$ cat config.mk
export PLATFORM = sky130hd
export DESIGN_NAME = sec_countdown_alarm
export DESIGN_NICKNAME = d
export VERILOG_FILES = /design/src/rtl/cd_alarm_pkg.sv /design/src/rtl/cd_alarm_regs.sv /design/src/rtl/cd_alarm_count.sv /design/src/rtl/cd_alarm_status.sv /design/src/rtl/sec_countdown_alarm.sv
export SDC_FILE = /design/constraint.sdc
export NUM_CORES = 1
export LEC_CHECK = 0
export ABC_CLOCK_PERIOD_IN_PS = 6120
export BUFFER_PORTS_ARGS = -buffer_cell sky130_fd_sc_hd__buf_2
export CAP_MARGIN = 0
export CORE_UTILIZATION = 25
export CTS_CLUSTER_DIAMETER = 50
export DETAILED_ROUTE_END_ITERATION = 7
export PLACE_DENSITY = 0.42
export SLEW_MARGIN = 20
export SYNTH_ARGS = -nofsm -noshare
export SYNTH_HDL_FRONTEND = slang
export SYNTH_SLANG_ARGS = --single-unit
$ cat constraint.sdc
create_clock -name clk -period 6.12 [get_ports clk]
set_input_delay 0.612 -clock clk [delete_from_list [all_inputs] [get_ports clk]]
set_output_delay 0.612 -clock clk [all_outputs]
set_load 0.1 [all_outputs]
$ cat src/rtl/cd_alarm_pkg.sv
package cd_alarm_pkg;
    localparam int ADR_LOAD = 0;
    localparam int ADR_CUR  = 1;
    localparam int ADR_RUN  = 2;
    localparam int ADR_IEN  = 3;
    localparam int ADR_STAT = 4;
    localparam int ADR_WAKE = 5;

    typedef enum logic [1:0] {
        ST_IDLE  = 2'd0,
        ST_COUNT = 2'd1,
        ST_ZERO  = 2'd2
    } cd_state_e;
endpackage

$ cat src/rtl/cd_alarm_regs.sv
module cd_alarm_regs #(
    parameter int DATA_W = 32,
    parameter int ADDR_W = 3
) (
    input  logic              clk,
    input  logic              rst_n,
    input  logic              wr_en,
    input  logic [ADDR_W-1:0] wr_addr,
    input  logic [DATA_W-1:0] wr_data,
    input  logic [ADDR_W-1:0] rd_addr,
    input  logic [DATA_W-1:0] cur_cnt,
    input  logic              run_on,
    input  logic              pend,
    output logic [DATA_W-1:0] rd_data,
    output logic              ld_wr,
    output logic              run_wr,
    output logic              clr_wr,
    output logic              ien_q,
    output logic              wake_en_q
);
    import cd_alarm_pkg::*;

    logic [DATA_W-1:0] load_q;

    always_comb begin
        ld_wr  = wr_en && (wr_addr == ADDR_W'(ADR_LOAD));
        run_wr = wr_en && (wr_addr == ADDR_W'(ADR_RUN));
        clr_wr = wr_en && (wr_addr == ADDR_W'(ADR_STAT)) && wr_data[0];
    end

    always_ff @(posedge clk) begin
        if (!rst_n) begin
            load_q    <= '0;
            ien_q     <= 1'b0;
            wake_en_q <= 1'b0;
        end else begin
            if (ld_wr)
                load_q <= wr_data;
            if (wr_en && (wr_addr == ADDR_W'(ADR_IEN)))
                ien_q <= wr_data[0];
            if (wr_en && (wr_addr == ADDR_W'(ADR_WAKE)))
                wake_en_q <= wr_data[0];
        end
    end

    always_comb begin
        rd_data = '0;
        if (rd_addr == ADDR_W'(ADR_LOAD))
            rd_data = load_q;
        else if (rd_addr == ADDR_W'(ADR_CUR))
            rd_data = cur_cnt;
        else if (rd_addr == ADDR_W'(ADR_RUN))
            rd_data[0] = run_on;
        else if (rd_addr == ADDR_W'(ADR_IEN))
            rd_data[0] = ien_q;
        else if (rd_addr == ADDR_W'(ADR_STAT))
            rd_data[0] = pend;
        else if (rd_addr == ADDR_W'(ADR_WAKE))
            rd_data[0] = wake_en_q;
    end
endmodule

$ cat src/rtl/cd_alarm_count.sv
module cd_alarm_count #(
    parameter int DATA_W = 32
) (
    input  logic              clk,
    input  logic              rst_n,
    input  logic              tick,
    input  logic              ld_wr,
    input  logic              run_wr,
    input  logic [DATA_W-1:0] wr_data,
    output logic [DATA_W-1:0] cnt_q,
    output logic              run_on,
    output logic              expire
);
    import cd_alarm_pkg::*;

    localparam logic [DATA_W-1:0] ONE = DATA_W'(1);

    cd_state_e         state_q, state_d;
    logic [DATA_W-1:0] cnt_d;
    logic              en_d;
    logic              step;

    always_ff @(posedge clk) begin
        if (!rst_n) begin
            state_q <= ST_IDLE;
            cnt_q   <= '0;
        end else begin
            state_q <= state_d;
            cnt_q   <= cnt_d;
        end
    end

    always_comb begin
        step  = 1'b0;
        cnt_d = cnt_q;
        unique case (state_q)
            ST_IDLE:  step = 1'b0;
            ST_COUNT: step = tick && !ld_wr;
            ST_ZERO:  step = 1'b0;
            default:  step = 1'b0;
        endcase
        if (ld_wr)
            cnt_d = wr_data;
        else if (step)
            cnt_d = cnt_q - ONE;
        en_d = run_wr ? wr_data[0] : (state_q != ST_IDLE);
        if (!en_d)
            state_d = ST_IDLE;
        else if (cnt_d != '0)
            state_d = ST_COUNT;
        else
            state_d = ST_ZERO;
    end

    always_comb begin
        run_on = (state_q != ST_IDLE);
        expire = step && (cnt_q == ONE);
    end


    dec_step_chk: assert property (@(posedge clk) disable iff (!rst_n)
        (state_q == ST_COUNT && tick && !ld_wr) |=> (cnt_q == $past(cnt_q) - ONE));

    idle_hold_chk: assert property (@(posedge clk) disable iff (!rst_n)
        (!run_on && !ld_wr) |=> $stable(cnt_q));

    zero_floor_chk: assert property (@(posedge clk) disable iff (!rst_n)
        (cnt_q == '0 && !ld_wr) |=> (cnt_q == '0));
endmodule

$ cat src/rtl/cd_alarm_status.sv
module cd_alarm_status (
    input  logic clk,
    input  logic rst_n,
    input  logic expire,
    input  logic clr_wr,
    input  logic ien_q,
    input  logic wake_en_q,
    output logic pend,
    output logic irq,
    output logic wake_req
);
    always_ff @(posedge clk) begin
        if (!rst_n)
            pend <= 1'b0;
        else if (expire)
            pend <= 1'b1;
        else if (clr_wr)
            pend <= 1'b0;
    end

    always_comb begin
        irq      = pend && ien_q;
        wake_req = pend && wake_en_q;
    end


    expire_sets_chk: assert property (@(posedge clk) disable iff (!rst_n)
        expire |=> pend);

    clear_drops_chk: assert property (@(posedge clk) disable iff (!rst_n)
        (pend && clr_wr && !expire) |=> !pend);

    irq_gate_chk: assert property (@(posedge clk) disable iff (!rst_n)
        !pend |-> !irq);

    wake_gate_chk: assert property (@(posedge clk) disable iff (!rst_n)
        !pend |-> !wake_req);
endmodule

$ cat src/rtl/sec_countdown_alarm.sv
module sec_countdown_alarm #(
    parameter int DATA_W = 32,
    parameter int ADDR_W = 3
) (
    input  logic              clk,
    input  logic              rst_n,
    input  logic              tick,
    input  logic              wr_en,
    input  logic [ADDR_W-1:0] wr_addr,
    input  logic [DATA_W-1:0] wr_data,
    input  logic [ADDR_W-1:0] rd_addr,
    output logic [DATA_W-1:0] rd_data,
    output logic              irq,
    output logic              wake_req
);
    logic [DATA_W-1:0] cnt_q;
    logic              run_on, expire, pend;
    logic              ld_wr, run_wr, clr_wr, ien_q, wake_en_q;

    cd_alarm_regs #(.DATA_W(DATA_W), .ADDR_W(ADDR_W)) u_regs (
        .clk(clk), .rst_n(rst_n), .wr_en(wr_en), .wr_addr(wr_addr),
        .wr_data(wr_data), .rd_addr(rd_addr), .cur_cnt(cnt_q),
        .run_on(run_on), .pend(pend), .rd_data(rd_data), .ld_wr(ld_wr),
        .run_wr(run_wr), .clr_wr(clr_wr), .ien_q(ien_q), .wake_en_q(wake_en_q)
    );

    cd_alarm_count #(.DATA_W(DATA_W)) u_count (
        .clk(clk), .rst_n(rst_n), .tick(tick), .ld_wr(ld_wr),
        .run_wr(run_wr), .wr_data(wr_data), .cnt_q(cnt_q),
        .run_on(run_on), .expire(expire)
    );

    cd_alarm_status u_status (
        .clk(clk), .rst_n(rst_n), .expire(expire), .clr_wr(clr_wr),
        .ien_q(ien_q), .wake_en_q(wake_en_q), .pend(pend),
        .irq(irq), .wake_req(wake_req)
    );
endmodule

==> results of run 1 <==
## cells by family (layout without fill, tap and decap cells)
| family | after synthesis | in the layout | share of synthesized area |
|---|---|---|---|
| buf+inv | 39 | 101 | 0.0463 |
| compound gates | 128 | 128 | 0.227 |
| xor+xnor | 15 | 15 | 0.0345 |
| simple gates | 214 | 214 | 0.307 |
| fa+ha+maj | 2 | 2 | 0.00657 |
| flops | 69 | 69 | 0.363 |
| mux | 5 | 5 | 0.0164 |
## metrics by stage
stage | instances | instance area, µm² | util | total power [mW] | worst slack, ns
2_1_floorplan | 472 | 3810 | - | 0.635 | 2.53
3_3_place_gp | 702 | 4320 | 0.294 | 0.700 | 2.53
6_report | 718 | 4590 | 0.312 | 1.18 | 2.61
3_5_place_dp | 702 | 4320 | 0.294 | 0.700 | 2.45
4_1_cts | 718 | 4590 | 0.312 | 1.20 | 2.56
5_1_grt | 718 | 4590 | 0.312 | 1.24 | 2.32
## sequential cells by signal (all words and copies together) (netlist names)
signal,count
u_regs.load_q,32
u_count.state_q,2
u_regs.ien_q,1
u_regs.wake_en_q,1
u_status.pend,1
u_count.cnt_q,32
## power by group
part / switching, mW / internal, mW
Sequential: 0.0203 / 0.465
Combinational: 0.134 / 0.0712
Clock: 0.191 / 0.296
Total: 0.345 / 0.833
## worst paths after layout
path	start	endpoint	slack, ns	cells after the start
setup / recovery	u_count.cnt_q[10]$_SDFF_PN0_	u_count.state_q[0]$_SDFF_PN0_	2.61	7
hold / removal	u_regs.load_q[7]$_SDFFE_PN0P_	u_regs.load_q[7]$_SDFFE_PN0P_	0.45	2
setup reg to reg	u_count.cnt_q[10]$_SDFF_PN0_	u_count.state_q[0]$_SDFF_PN0_	2.61	7
hold reg to reg	u_regs.load_q[7]$_SDFFE_PN0P_	u_regs.load_q[7]$_SDFFE_PN0P_	0.45	2
## layout make-up
type,instances,area share
Multi-Input combinational cell,364,0.494
Sequential cell,69,0.301
Timing Repair Buffer,81,0.0916
Clock buffer,15,0.0584
Tap cell,184,0.0502
Inverter,4,0.00327
Clock inverter,1,0.00109
## cells in the mapped netlist (all sizes together), types with 5 or more instances
library cell / count
nor4: 12
nand3: 8
o31ai: 8
a22o: 31
and2: 12
clkbuf: 28
a211oi: 6
nand2: 79
nor2: 38
nor3: 13
buf: 7
xnor2: 12
dfxtp: 69
a21oi: 45
o21ai: 15
or4: 16
nand4b: 5
a31oi: 12
## routing by layer
layer	track usage	routed length, µm	vias to the layer above
li1	-	-	1854
met1	0.218	6040	1735
met2	0.243	5510	95
met3	0.0402	600	13
met4	0.0552	184	0
met5	0	0	-
## tightest hold or removal path, stage by stage, from the launching register on
cell and delay [ns]:
dfxtp_1 0.30, nand2_1 0.05, a21oi_1 0.05
==> results.md, run 1 <==
- Gr ovfl total: 0
- Initial antenna violation count: 0
- Clock root buffer: clkbuf_16
- Asr flop ratio synth: 0
- Antenna-violating nets left: 0
- Final setup fails: 0
- Failing checks: design-rule violations
- First-pass GRT wire length: around 19 mm
- LEAKAGE: between 1.5 and 2 nW
- H-tree level count: 3
- Vias in the first global route: approximately 3400
- Syn nets: ~520
- Most frequent cells in the layout: nand2_1, buf_2, dfxtp_1, a21oi_1, nor2_1
- Total GRT Usage: 0.160
- Die extent in x: 125 µm
- Register area share after synthesis: 0.363
- Slew margin rel.: 0.497
- Final hold violation count: 0
- Post-Syn Area: between 0.003 and 0.004 mm²
- Ant diodes: 0
- Ratio of cells with drive above 1 in the final layout: 0.221
- Critical path, cell by cell: nor4_2, nand3_1, or4_1, a31oi_1, or4b_1, or4_4, o31a_1
- CTS tree: done
- Die Span Y: around 130 µm
- Dpl hpwl: between 8 and 9 mm
- Hold Slack: 0.452 ns
- Yosys top cell by area: dfxtp_1
- DR DRC count: 4
- Drt wl/cell: roughly 17 µm
- Slew @ Worst Pin: about 0.75 ns
- Clock slew at reported path FFs: approximately 0.050 ns
- # clock sinks: between 60 and 70
- Gpl congestion: around 0.8
- Worst path bufs/invs: 0
- CP Max Fanout: 21
- Min Tclk post-route: 3.51 ns
- Core ar.: 0.0147 mm²
- Footprint of the multi-input gates: between 0.002 and 0.0025 mm²
- CP Capture Type: flip-flop
- Mapped Cells: around 470
- Worst path top cell family by delay: simple AND/OR/NAND/NOR gates
- FF+latch area: ~0.0014 mm²
- Fmax: between 200 and 300 MHz
- Setup TNS Final: 0 ns
- Cell Rows: between 40 and 50
- Worst Setup Path Type: reg2reg
- Largest net degree at the start of global routing: 53
- Post_cts resized: 0
- RSZ-0062 raised after global routing: false
- Fin crit share: 0.574
- WL final: around 12 mm
- Crit path largest cell delay: around 0.67 ns
- Top cell type's share of synthesized area: 0.363
- Netlist cell types: 58
- Main synth FF type: dfxtp_1
- Clk buf depth: 2
- Worst vdd ir: around 0.00012 V
- Later-pin clock latency in the skew report: around 0.34 ns
- Total die area: 0.0157 mm²
- Initial DRC Count: approximately 260
- Vias: 3697
- Worst Clk Skew: between 0.003 and 0.004 ns
- Worst endpoint required time: between 6 and 7 ns
- Top cells by area, synth: dfxtp_1, nand2_1, a22o_1, a21oi_1, nor2_1
- Fillcell total: about 1600
- Outcome: finished with violations
- Path category of the worst min-delay check: reg2reg
- IO Pins: 76
- Synth Warn #: 0
- Final net count: 573
- Hold_buf cts: 0
- Number of buffers added on ports: 75
- CP startpoint kind: flip-flop
- Initial Util: 0.259
- Syn Area/Cell: around 8 µm²
- Via/cell ratio: a little over 5
- Max-cap violation count: 0
- Number of synthesized flops with an enable pin: 0
- Postcts setup bufs: 0
- Pre-Repair DR Iteration Count: 7
- Most common cell after layout, fill and taps aside: nand2_1
- PwrDens: around 260 mW/mm²
- Synth Register Bits: 69
- Worst EP arrival: 3.74 ns
- Slew Limit Fails: 0
- TritonCTS buffer count: 9
- Layout overhead on the synthesized area: 20.4%
- Slowest CP cell: or4_1
Note: power is estimated with default switching activity, not from simulation.
==> inputs of run 2 (changes only) <==
Settings changed: ABC_CLOCK_PERIOD_IN_PS 6120 to 3650.
Clock period 6.12 ns to 3.65 ns, I/O delays scaled along.
==> results.md, run 2 (synthesis gave the netlist of run 1 again) <==
- Worst Clk Skew: 0.00567 ns (was 0.00376 ns)
- Gpl congestion: 0.821 (was 0.798)
- Later-pin clock latency in the skew report: 0.34 ns (about the same)
- Placed Cells: 713 (was 702)
- Dpl hpwl: 9.08 mm (was 8.41 mm)
- Most frequent cells in the layout: nand2_1, buf_2, dfxtp_1, a21oi_1, nor2_1 (unchanged)
- Ratio of cells with drive above 1 in the final layout: 0.237 (was 0.221)
- LEAKAGE: 1.86 nW (was 1.80 nW)
- Postcts setup bufs: 0 (unchanged)
- Clock slew at reported path FFs: 0.06 ns (was 0.05 ns)
- Net switching power: 585 µW (was 345 µW)
- Slowest CP cell: or4_1 (unchanged)
- Hold_buf cts: 0 (unchanged)
- DR DRC count: 0 (was 4)
- RSZ-0062 raised after global routing: false (unchanged)
- Vias: 3767 (was 3697)
- Number of buffers added on ports: 75 (unchanged)
- Die Span Y: 125 µm (unchanged)
- PwrDens: 439 mW/mm² (was 257 mW/mm²)
- Max-cap violation count: 0 (unchanged)
- Slew Limit Fails: 0 (unchanged)
- CP Depth: 9 (was 7)
- Flop pwr share: 0.395 (was 0.412)
- Antenna-violating nets left: 0 (unchanged)
- WHS Path Cells: 3 (was 2)
- Worst path bufs/invs: 1 (was 0)
- CP Capture Type: flip-flop (unchanged)
- Total die area: 0.0157 mm² (unchanged)
- Final net count: 584 (was 573)
- Core ar.: 0.0147 mm² (unchanged)
- Initial Util: 0.259 (unchanged)
- Critical path, cell by cell: inv_1, ha_1, or3b_2, o211ai_1, nand3_1, or4_1, nor4b_1, nand4b_1, o31a_1 (was nor4_2, nand3_1, or4_1, a31oi_1, or4b_1, or4_4, o31a_1)
- Placed Area: 0.00440 mm² (was 0.00432 mm²)
- Crit path largest cell delay: 0.55 ns (was 0.67 ns)
- Most common cell after layout, fill and taps aside: nand2_1 (unchanged)
- H-tree level count: 3 (unchanged)
- Cell Rows: 44 (unchanged)
- Initial DRC Count: 200 (was 259)
- Initial antenna violation count: 0 (unchanged)
- Setup TNS Final: 0 ns (unchanged)
- IO Pins: 76 (unchanged)
- Post-Place Setup Slack: 0.381 ns (was 2.45 ns)
- Vias in the first global route: 3616 (was 3443)
- CTS tree: done (unchanged)
- Post_cts resized: 0 (unchanged)
- # clock sinks: 69 (unchanged)
- Biggest regs: u_count.cnt_q: 32 flops, u_regs.load_q: 32 flops, u_count.state_q: 2 flops (unchanged)
- Die extent in x: 125 µm (unchanged)
- Min Tclk post-route: 3.10 ns (was 3.51 ns)
- Drt wl/cell: 17.4 µm (was 17.2 µm)
- Via/cell ratio: 5.17 (was 5.15)
- Non-Filler Instances: 728 (was 718)
- Path category of the worst min-delay check: in2reg (was reg2reg)
- Switching Share: 0.284 (was 0.293)
- Final setup fails: 0 (unchanged)
- Clk buf depth: 2 (unchanged)
- CP startpoint kind: flip-flop (unchanged)
- TritonCTS buffer count: 9 (unchanged)
- Power Internal: 1.48 mW (was 833 µW)
- Fmax: 323 MHz (was 285 MHz)
- Worst Slack Setup Final: 0.550 ns (was 2.61 ns)
- Layout overhead on the synthesized area: 23.2% (was 20.4%)
- WL final: 12.7 mm (was 12.3 mm)
- Ant diodes: 0 (unchanged)
- Worst Setup Path Type: reg2reg (unchanged)
- CP Max Fanout: 8 (was 21)
- First-pass GRT wire length: 20.0 mm (was 19.3 mm)
- Largest net degree at the start of global routing: 32 (was 53)
- Gr ovfl total: 0 (unchanged)
- Slew margin rel.: 0.484 (was 0.497)
- Total GRT Usage: 0.166 (was 0.160)
- Worst EP arrival: 3.33 ns (was 3.74 ns)
- R2R depth: 9 (was 7)
- Hold Slack: 0.279 ns (was 0.452 ns)
- Slew @ Worst Pin: 0.773 ns (was 0.752 ns)
- Fillcell total: 1579 (was 1599)
- Fin crit share: 0.849 (was 0.574)
- Worst endpoint required time: 3.88 ns (was 6.35 ns)
- Outcome: finished, final reports clean (was finished with violations)
- Finished Cell Area: 0.00469 mm² (was 0.00459 mm²)
- Combinational Power Share: 0.176 (was 0.174)
- Clock root buffer: clkbuf_16 (unchanged)
- Final hold violation count: 0 (unchanged)
- Clock power share: 0.429 (was 0.414)
- Pre-Repair DR Iteration Count: 6 (was 7)
- Worst path top cell family by delay: simple AND/OR/NAND/NOR gates (unchanged)
- Worst vdd ir: 0.000228 V (was 0.000119 V)
-- run 2: layer usage --
metal | track usage | vias up | part of all wire
li1 | - | 1876 | -
met1 | 0.218 | 1790 | 0.48
met2 | 0.261 | 92 | 0.46
met3 | 0.0509 | 9 | 0.047
met4 | 0.0430 | 0 | 0.0090
met5 | 0 | - | 0
-- run 2: worst min-delay path: stages --
cell and delay, ns:
buf_2 0.10, nand2_1 0.05, a21oi_1 0.05
-- run 2: final cells by class --
type | count | area [µm²] | area share
Multi-Input combinational cell | 364 | 2270 | 0.483
Sequential cell | 69 | 1380 | 0.294
Timing Repair Buffer | 92 | 503 | 0.107
Clock buffer | 14 | 264 | 0.0563
Tap cell | 184 | 230 | 0.0491
Clock inverter | 1 | 30.0 | 0.00640
Inverter | 4 | 15.0 | 0.00320
-- run 2: worst paths after layout --
path	start	to	slack (ns)
worst max register to register	u_count.cnt_q[0]$_SDFF_PN0_	u_count.state_q[0]$_SDFF_PN0_	0.55
worst min-delay path	wr_data[5]	u_regs.load_q[5]$_SDFFE_PN0P_	0.28
worst min register to register	u_regs.load_q[27]$_SDFFE_PN0P_	u_regs.load_q[27]$_SDFFE_PN0P_	0.45
worst max-delay path	u_count.cnt_q[0]$_SDFF_PN0_	u_count.state_q[0]$_SDFF_PN0_	0.55
-- run 2: per-stage QoR --
step	total power, mW	util
after global placement	1.19	0.299
after global routing	2.16	0.319
after detailed placement	1.19	0.299
final	2.06	0.319
after floorplan	1.07	-
after CTS	2.09	0.319
-- run 2: power by group through the flow --
stage / sequential, mW / clock [mW] / combinational [mW]
2_1_floorplan: 0.817 / 0 / 0.248
3_3_place_gp: 0.830 / 0 / 0.362
3_5_place_dp: 0.831 / 0 / 0.361
4_1_cts: 0.814 / 0.915 / 0.363
5_1_grt: 0.819 / 0.942 / 0.394
6_report: 0.815 / 0.884 / 0.363
==> inputs of run 3 (changes only) <==
Settings changed: ABC_CLOCK_PERIOD_IN_PS 3650 to 2750, PLACE_DENSITY 0.42 to 0.43.
Clock period 3.65 ns to 2.75 ns, I/O delays scaled along.
==> results.md, run 3 (synthesis gave the netlist of run 1 again) <==
- Outcome: finished with violations (was finished, final reports clean)
- Failing checks: design-rule violations, negative setup slack
- Final hold violation count: 0 (unchanged)
- Fmax: 356 MHz (was 323 MHz)
- Critical path, cell by cell: nor4_4, nand3_2, or4_1, a31oi_2, or4b_1, or4_4, o31a_1 (was inv_1, ha_1, or3b_2, o211ai_1, nand3_1, or4_1, nor4b_1, nand4b_1, o31a_1)
- Clock root buffer: clkbuf_16 (unchanged)
- TritonCTS buffer count: 9 (unchanged)
- Gr ovfl total: 0 (unchanged)
- Slew Limit Fails: 0 (unchanged)
- LEAKAGE: 2.34 nW (was 1.86 nW)
- Fillcell total: 1529 (was 1579)
- Footprint of the multi-input gates: 0.00247 mm² (was 0.00227 mm²)
- Max Used Layer: met4 (unchanged)
- Most common cell after layout, fill and taps aside: buf_4 (was nand2_1)
- Die Span Y: 125 µm (unchanged)
- Max-cap violation count: 0 (unchanged)
- FF+latch area: 0.00139 mm² (was 0.00138 mm²)
- Gpl congestion: 0.851 (was 0.821)
- Switching Share: 0.283 (was 0.284)
- Clock slew at reported path FFs: 0.06 ns (about the same)
- WL final: 13.5 mm (was 12.7 mm)
- DR DRC count: 2 (was 0)
- Antenna-violating nets left: 0 (unchanged)
- Min Tclk post-route: 2.81 ns (was 3.10 ns)
- Hold Slack: 0.184 ns (was 0.279 ns)
- PwrDens: 549 mW/mm² (was 439 mW/mm²)
- Die extent in x: 125 µm (unchanged)
- Wire length on met2: 6.10 mm (was 5.82 mm)
- Finished Cell Area: 0.00557 mm² (was 0.00469 mm²)
- Final setup fails: 1 (was 0)
- Slew margin rel.: 0.638 (was 0.484)
- Worst path bufs/invs: 0 (was 1)
- Hold_buf cts: 0 (unchanged)
- Routed met3 length: 483 µm (was 593 µm)
- Ant diodes: 0 (unchanged)
- Drt wl/cell: 16.6 µm (was 17.4 µm)
- Layout overhead on the synthesized area: 46.3% (was 23.2%)
- Initial antenna violation count: 0 (unchanged)
- Placed Area: 0.00498 mm² (was 0.00440 mm²)
- Flop pwr share: 0.348 (was 0.395)
- Total GRT Usage: 0.179 (was 0.166)
- Core ar.: 0.0147 mm² (unchanged)
- Largest net degree at the start of global routing: 53 (was 32)
- IO Pins: 76 (unchanged)
- Most frequent cells in the layout: buf_4, nand2_1, buf_2, dfxtp_1, a21oi_1 (was nand2_1, buf_2, dfxtp_1, a21oi_1, nor2_1)
- Worst Slack Setup Final: -0.0619 ns (was 0.550 ns)
- Number of buffers added on ports: 75 (unchanged)
- Dpl hpwl: 9.77 mm (was 9.08 mm)
- Combinational Power Share: 0.228 (was 0.176)
- H-tree level count: 3 (unchanged)
- CP Capture Type: flip-flop (unchanged)
- Slew @ Worst Pin: 0.541 ns (was 0.773 ns)
- Clock power share: 0.423 (was 0.429)
- Placed Cells: 784 (was 713)
- Non-Filler Instances: 810 (was 728)
- Worst Clk Skew: 0.00975 ns (was 0.00567 ns)
- Path category of the worst min-delay check: in2reg (unchanged)
- First-pass GRT wire length: 21.9 mm (was 20.0 mm)
- Ratio of cells with drive above 1 in the final layout: 0.383 (was 0.237)
- RSZ-0062 raised after global routing: true (was false)
- Slowest CP cell: or4_1 (unchanged)
- CP Max Fanout: 2 (was 8)
- WL met1: 6.67 mm (was 6.13 mm)
- Vias in the first global route: 4087 (was 3616)
- Worst vdd ir: 0.000216 V (was 0.000228 V)
- Vias: 4042 (was 3767)
- Cell Rows: 44 (unchanged)
- Worst Setup Path Type: reg2reg (unchanged)
- Fin crit share: 1.02 (was 0.849)
- Worst EP arrival: 3.05 ns (was 3.33 ns)
- CP startpoint kind: flip-flop (unchanged)
- Initial DRC Count: 174 (was 200)
- Power Internal: 2.19 mW (was 1.48 mW)
- Pre-Repair DR Iteration Count: 8 (was 6)
- Worst endpoint required time: 2.98 ns (was 3.88 ns)
- Via/cell ratio: 4.99 (was 5.17)
- Final core utilization: 0.379 (was 0.319)
- Worst path top cell family by delay: simple AND/OR/NAND/NOR gates (unchanged)
- Initial Util: 0.259 (unchanged)
- CTS tree: done (unchanged)
- Later-pin clock latency in the skew report: 0.35 ns (was 0.34 ns)
- Biggest regs: u_count.cnt_q: 32 flops, u_regs.load_q: 32 flops, u_count.state_q: 2 flops (unchanged)
- Clk buf depth: 2 (unchanged)
- Net switching power: 867 µW (was 585 µW)
- Overall Power: 3.06 mW (was 2.06 mW)
- # clock sinks: 69 (unchanged)
- Crit path largest cell delay: 0.54 ns (was 0.55 ns)
- Final net count: 665 (was 584)
- Total die area: 0.0157 mm² (unchanged)
-- run 3: timing repair --
item,CTS,global route
pin swaps,11,9
gates resized for setup,24,8
setup buffers,8,2
endpoints found under the setup margin,2,2
cloned,0,0
-- run 3: power by group through the flow --
stage / combinational, mW / clock [mW] / sequential [mW]
2_1_floorplan: 0.335 / 0 / 1.09
3_3_place_gp: 0.625 / 0 / 1.08
3_5_place_dp: 0.626 / 0 / 1.08
4_1_cts: 0.683 / 1.32 / 1.07
5_1_grt: 0.758 / 1.35 / 1.07
6_report: 0.698 / 1.30 / 1.07
-- run 3: per-layer routing --
| metal | vias up | GRT usage |
|---|---|---|
| li1 | 2030 | - |
| met1 | 1910 | 0.242 |
| met2 | 86 | 0.286 |
| met3 | 16 | 0.0312 |
| met4 | 0 | 0.0646 |
| met5 | - | 0 |
-- run 3: tightest hold or removal path: stages --
cell     delay (ns)
buf_2          0.11
nand2_1        0.05
a21oi_1        0.05
-- run 3: cell type report --
class,instances,area share
clock buffer,12,0.0460
clock inverter,4,0.0126
inverter,4,0.00269
multi-input combinational,364,0.444
sequential,69,0.249
tap,184,0.0413
timing repair buffer,173,0.205
-- run 3: final timing paths --
check                            startpoint                             end  slack [ns]  cells past startpoint
max            u_count.cnt_q[13]$_SDFF_PN0_   u_count.state_q[0]$_SDFF_PN0_       -0.06                      7
min                             wr_data[13]  u_regs.load_q[13]$_SDFFE_PN0P_        0.18                      3
max reg2reg    u_count.cnt_q[13]$_SDFF_PN0_   u_count.state_q[0]$_SDFF_PN0_       -0.06                      7
min reg2reg  u_regs.load_q[26]$_SDFFE_PN0P_  u_regs.load_q[26]$_SDFFE_PN0P_        0.45                      2
-- run 3: metrics by stage --
| step | worst slack [ns] | setup TNS (ns) |
|---|---|---|
| after floorplan | 0.00840 | 0 |
| after global placement | -0.459 | -0.835 |
| after detailed placement | -0.402 | -0.737 |
| after CTS | -0.0443 | -0.0443 |
| after global routing | -0.172 | -0.289 |
| final | -0.0619 | -0.0619 |
